<file path="config.mk">
export PLATFORM = sky130hd
export DESIGN_NAME = tlb_dm
export DESIGN_NICKNAME = d
export VERILOG_FILES = /design/src/rtl/tlb_dm.sv
export SDC_FILE = /design/constraint.sdc
export NUM_CORES = 1
export LEC_CHECK = 0
export BUFFER_PORTS_ARGS = -buffer_cell sky130_fd_sc_hd__buf_2
export CAP_MARGIN = 15
export CORE_ASPECT_RATIO = 1.4
export CORE_UTILIZATION = 40
export CTS_BUF_LIST = sky130_fd_sc_hd__clkbuf_4
export DETAILED_ROUTE_END_ITERATION = 8
export REMOVE_ABC_BUFFERS = 1
export SLEW_MARGIN = 20
export SYNTH_ARGS = -nofsm -noshare
export SYNTH_HDL_FRONTEND = slang
export SYNTH_SLANG_ARGS = --single-unit
</file>
<file path="constraint.sdc">
create_clock -name clk -period 5.4 [get_ports clk]
set_input_delay 0.54 -clock clk [delete_from_list [all_inputs] [get_ports clk]]
set_output_delay 0.54 -clock clk [all_outputs]
set_load 0.1 [all_outputs]
</file>
<file path="src/rtl/tlb_dm.sv">
module tlb_dm #(
  parameter int VPN_W     = 7,
  parameter int IDX_W     = 4,
  parameter int PTE_W     = 16,
  parameter int FRAME_W   = 7,
  parameter int VALID_BIT = 7,
  parameter int PERM_LSB  = 8,
  parameter int PERM_W    = 3
) (
  input  logic               clk,
  input  logic               rst_n,
  input  logic               flush,
  input  logic [VPN_W-1:0]   lk_vpn,
  output logic               lk_hit,
  output logic [FRAME_W-1:0] lk_frame,
  output logic [PERM_W-1:0]  lk_perm,
  input  logic               fill_en,
  input  logic [VPN_W-1:0]   fill_vpn,
  input  logic [PTE_W-1:0]   fill_pte
);
  localparam int TAG_W = VPN_W - IDX_W;
  localparam int SLOTS = 1 << IDX_W;

  logic [SLOTS-1:0] present;
  logic [TAG_W-1:0] tag_q [SLOTS];
  logic [PTE_W-1:0] pte_q [SLOTS];

  logic [IDX_W-1:0] lk_idx, fill_idx;
  logic [TAG_W-1:0] lk_tag, fill_tag;
  logic             fill_ok;

  assign lk_idx   = lk_vpn[IDX_W-1:0];
  assign lk_tag   = lk_vpn[VPN_W-1:IDX_W];
  assign fill_idx = fill_vpn[IDX_W-1:0];
  assign fill_tag = fill_vpn[VPN_W-1:IDX_W];
  assign fill_ok  = fill_en && fill_pte[VALID_BIT] && !flush;

  always_ff @(posedge clk or negedge rst_n) begin
    if (!rst_n)
      present <= '0;
    else if (flush)
      present <= '0;
    else if (fill_ok)
      present[fill_idx] <= 1'b1;
  end

  always_ff @(posedge clk) begin
    if (fill_ok) begin
      tag_q[fill_idx] <= fill_tag;
      pte_q[fill_idx] <= fill_pte;
    end
  end

  assign lk_hit   = present[lk_idx] && (tag_q[lk_idx] == lk_tag);
  assign lk_frame = lk_hit ? pte_q[lk_idx][FRAME_W-1:0] : '0;
  assign lk_perm  = lk_hit ? pte_q[lk_idx][PERM_LSB +: PERM_W] : '0;
endmodule

</file>
==> results.json <==
{
  "period_needed_ns": 3.87,
  "use_met2": 0.312,
  "drt_wl_total_um": 19300,
  "viasPerCell": 5.21,
  "cts_made_buffers": 52,
  "worstSetupStartpointType": "input pin",
  "synthCells": 443,
  "dp_cells": 777,
  "drive_gt1_frac": 0.384,
  "crit_end": "lk_hit",
  "rsz0062_at_grt": "no",
  "yosysMostFrequentCell": "edfxtp_1",
  "layout.cells.non_filler": 873,
  "drt-pass1-iter-count": 6,
  "critPathArrivalTime_ns": 3.33,
  "dieArea_mm2": 0.0229,
  "antenna_found_initial": 1,
  "io_pins": 45,
  "grt_max_degree": 40,
  "timing.final.ws_setup_ns": 1.53,
  "relSlewSlack": 0.445,
  "fin_area_mm2": 0.0102,
  "r2r_cells": 2,
  "synth_top_area_cell": "edfxtp_1",
  "synth_seq_cells": 224,
  "synthArstFlopShare": 0.0714,
  "wire_per_inst_um": 22.1,
  "worstSetupEndpointType": "primary output",
  "grt_overflow": 0,
  "placed_area_mm2": 0.00955,
  "n_fill_cell": 1847,
  "first_global_vias": 4954,
  "yosys-top-cells-count": "208 x edfxtp_1, 53 x mux4_2, 29 x nor2_1",
  "netlist_area_mm2": 0.00892,
  "area_delta_synth_final_pct": 14.6,
  "hold_buffers": 1,
  "power_density_mw_per_mm2": 338,
  "pre_cts_slack_ns": 1.50,
  "finalSetupViolCount": 0,
  "placementRows": 64,
  "hp-class": "in -> reg",
  "r2r-end": "present[12]",
  "die_h_um": 179,
  "grt.busiest_layer": "met2",
  "ys_warn_count": 0,
  "synth_edf_count": 208,
  "ir_worst_vdd_mv": 0.175,
  "drc": 0,
  "worst_pin_slew_ns": 0.833,
  "clock_latency_ns": 0.60,
  "finalMaxSlewViolations": 0,
  "drt.antenna.violating_nets": 0,
  "synth_top_flop_cell": "edfxtp_1",
  "yosysSeqAreaShare": 0.745,
  "die_w_um": 128,
  "setup_tns_ns": 0,
  "finalNetCount": 569,
  "synth_cell_type_count": 26,
  "met3_usage": 0.0281,
  "portBuffers": 39,
  "final_core_util": 0.468,
  "p_leak_nw": 3.45,
  "outcome": "finished clean",
  "path_class": "in -> out",
  "multiInputGateArea_mm2": 0.00208,
  "clock-sinks": 224,
  "core-area_mm2": 0.0219,
  "cts_tree": "built",
  "worstPathRequired_ns": 4.86,
  "grt_use_total": 0.178,
  "vias": 4546,
  "fin_crit_sh": 0.717,
  "clock_path_buffers": 3,
  "dp_hpwl_um": 10900,
  "r2r-start": "present[12]",
  "globalRouteMet1Util": 0.217,
  "postSynthAreaPerCell_um2": 20.1,
  "synth_area_leaders": "edfxtp_1 70%, mux4_2 13%, dfrtp_1 4.5%, mux2i_1 2.4%, mux2_2 1.6%",
  "gp_congestion": 0.747,
  "path_clk_slew_ns": 0.07,
  "netlist.area_leader.share": 0.700,
  "ctsHtreeMaxLevel": 2,
  "cp-startpoint": "lk_vpn[1]",
  "hold_viol": 0,
  "cts_root_buf": "clkbuf_4",
  "cap_violations": 0,
  "cts_resized": 0,
  "r2r_slack_ns": 4.73,
  "fin_skew_ns": 0,
  "postCtsSetupBuffers": 0,
  "drt_iter0_markers": 286,
  "grt_pass1_wl_um": 28800,
  "initial_core_util": 0.408,
  "clock.fmax_mhz": 258,
  "p_total_mw": 3.45,
  "whs_ns": 0.268,
  "seq_area_mm2": 0.00665,
  "crit_fanout": 21
}
-- area by class of cell --
type                    instances  area share
diodes                          1    0.000245
clock buffers                  76      0.0558
clock inverters                18     0.00930
inverters                      16     0.00587
multi-input cells             176       0.204
flip-flops and latches        224       0.650
well taps                     297      0.0363
repair buffers                 65      0.0387
-- cell families (layout without fill, tap and decap cells) --
group	count (synthesis)	count (layout)	synth area share
flops	224	224	0.745
mux	87	87	0.174
simple gates	54	54	0.0344
buf+inv	43	175	0.0227
compound gates	31	31	0.0205
xor+xnor	4	4	0.00393
other cells	0	1	0
-- cells in the final DEF (no fill, tap or decap) --
cell type	Yosys	final
mux4_2	53	53
dlygate4sd3_1	0	1
nor2b_1	2	2
nor4_2	9	9
xor2_2	0	1
buf_4	3	26
o21ai_0	1	1
inv_2	0	2
a211oi_1	1	1
clkinv_1	0	14
clkbuf_4	0	76
clkinv_2	0	1
diode_2	0	1
xor2_1	4	3
nor4_1	1	1
nand2_1	5	5
nand4_1	2	2
dfrtp_1	16	16
a22oi_1	1	1
inv_1	16	16
or2_2	1	1
bufinv_16	0	1
edfxtp_1	208	208
buf_2	12	38
o22ai_1	18	18
a21oi_1	10	10
nand2b_1	3	3
mux2_2	13	13
mux2i_1	21	21
nor3_1	2	2
nor2_1	29	29
-- power by group --
group,switching [mW],internal (mW)
logic,0.131,0.0779
registers,0.00313,1.91
clock network,0.639,0.694
-- sequential cells by signal, summed over array words and instances, names as in the netlist --
register and count:
present 16, pte_q 160, tag_q 48
-- critical path, cell delays in order --
cell     delay [ns]
buf_2          0.55
mux4_2         0.60
mux2i_1        0.24
xor2_1         0.17
a22oi_1        0.10
buf_4          0.24
nor3_1         0.36
buf_2          0.50
-- worst min-delay path by stage --
stage	end	from	slack [ns]	cells after the start
4_1_cts	tag_q[10][2]	fill_vpn[6]	0.23	1
6_report	tag_q[14][2]	fill_vpn[6]	0.27	1
3_3_place_gp	present[12]	rst_n	0.46	1
3_5_place_dp	present[10]	rst_n	0.48	1
2_1_floorplan	present[0]	rst_n	0.24	0
5_1_grt	tag_q[0][1]	fill_vpn[5]	0.25	1
-- routing by layer --
layer	vias to the layer above	share of wire
met2	160	0.53
met1	2333	0.39
met4	0	0.025
li1	2018	-
met5	-	0
met3	35	0.053
Note: power is estimated with default switching activity, not from simulation.
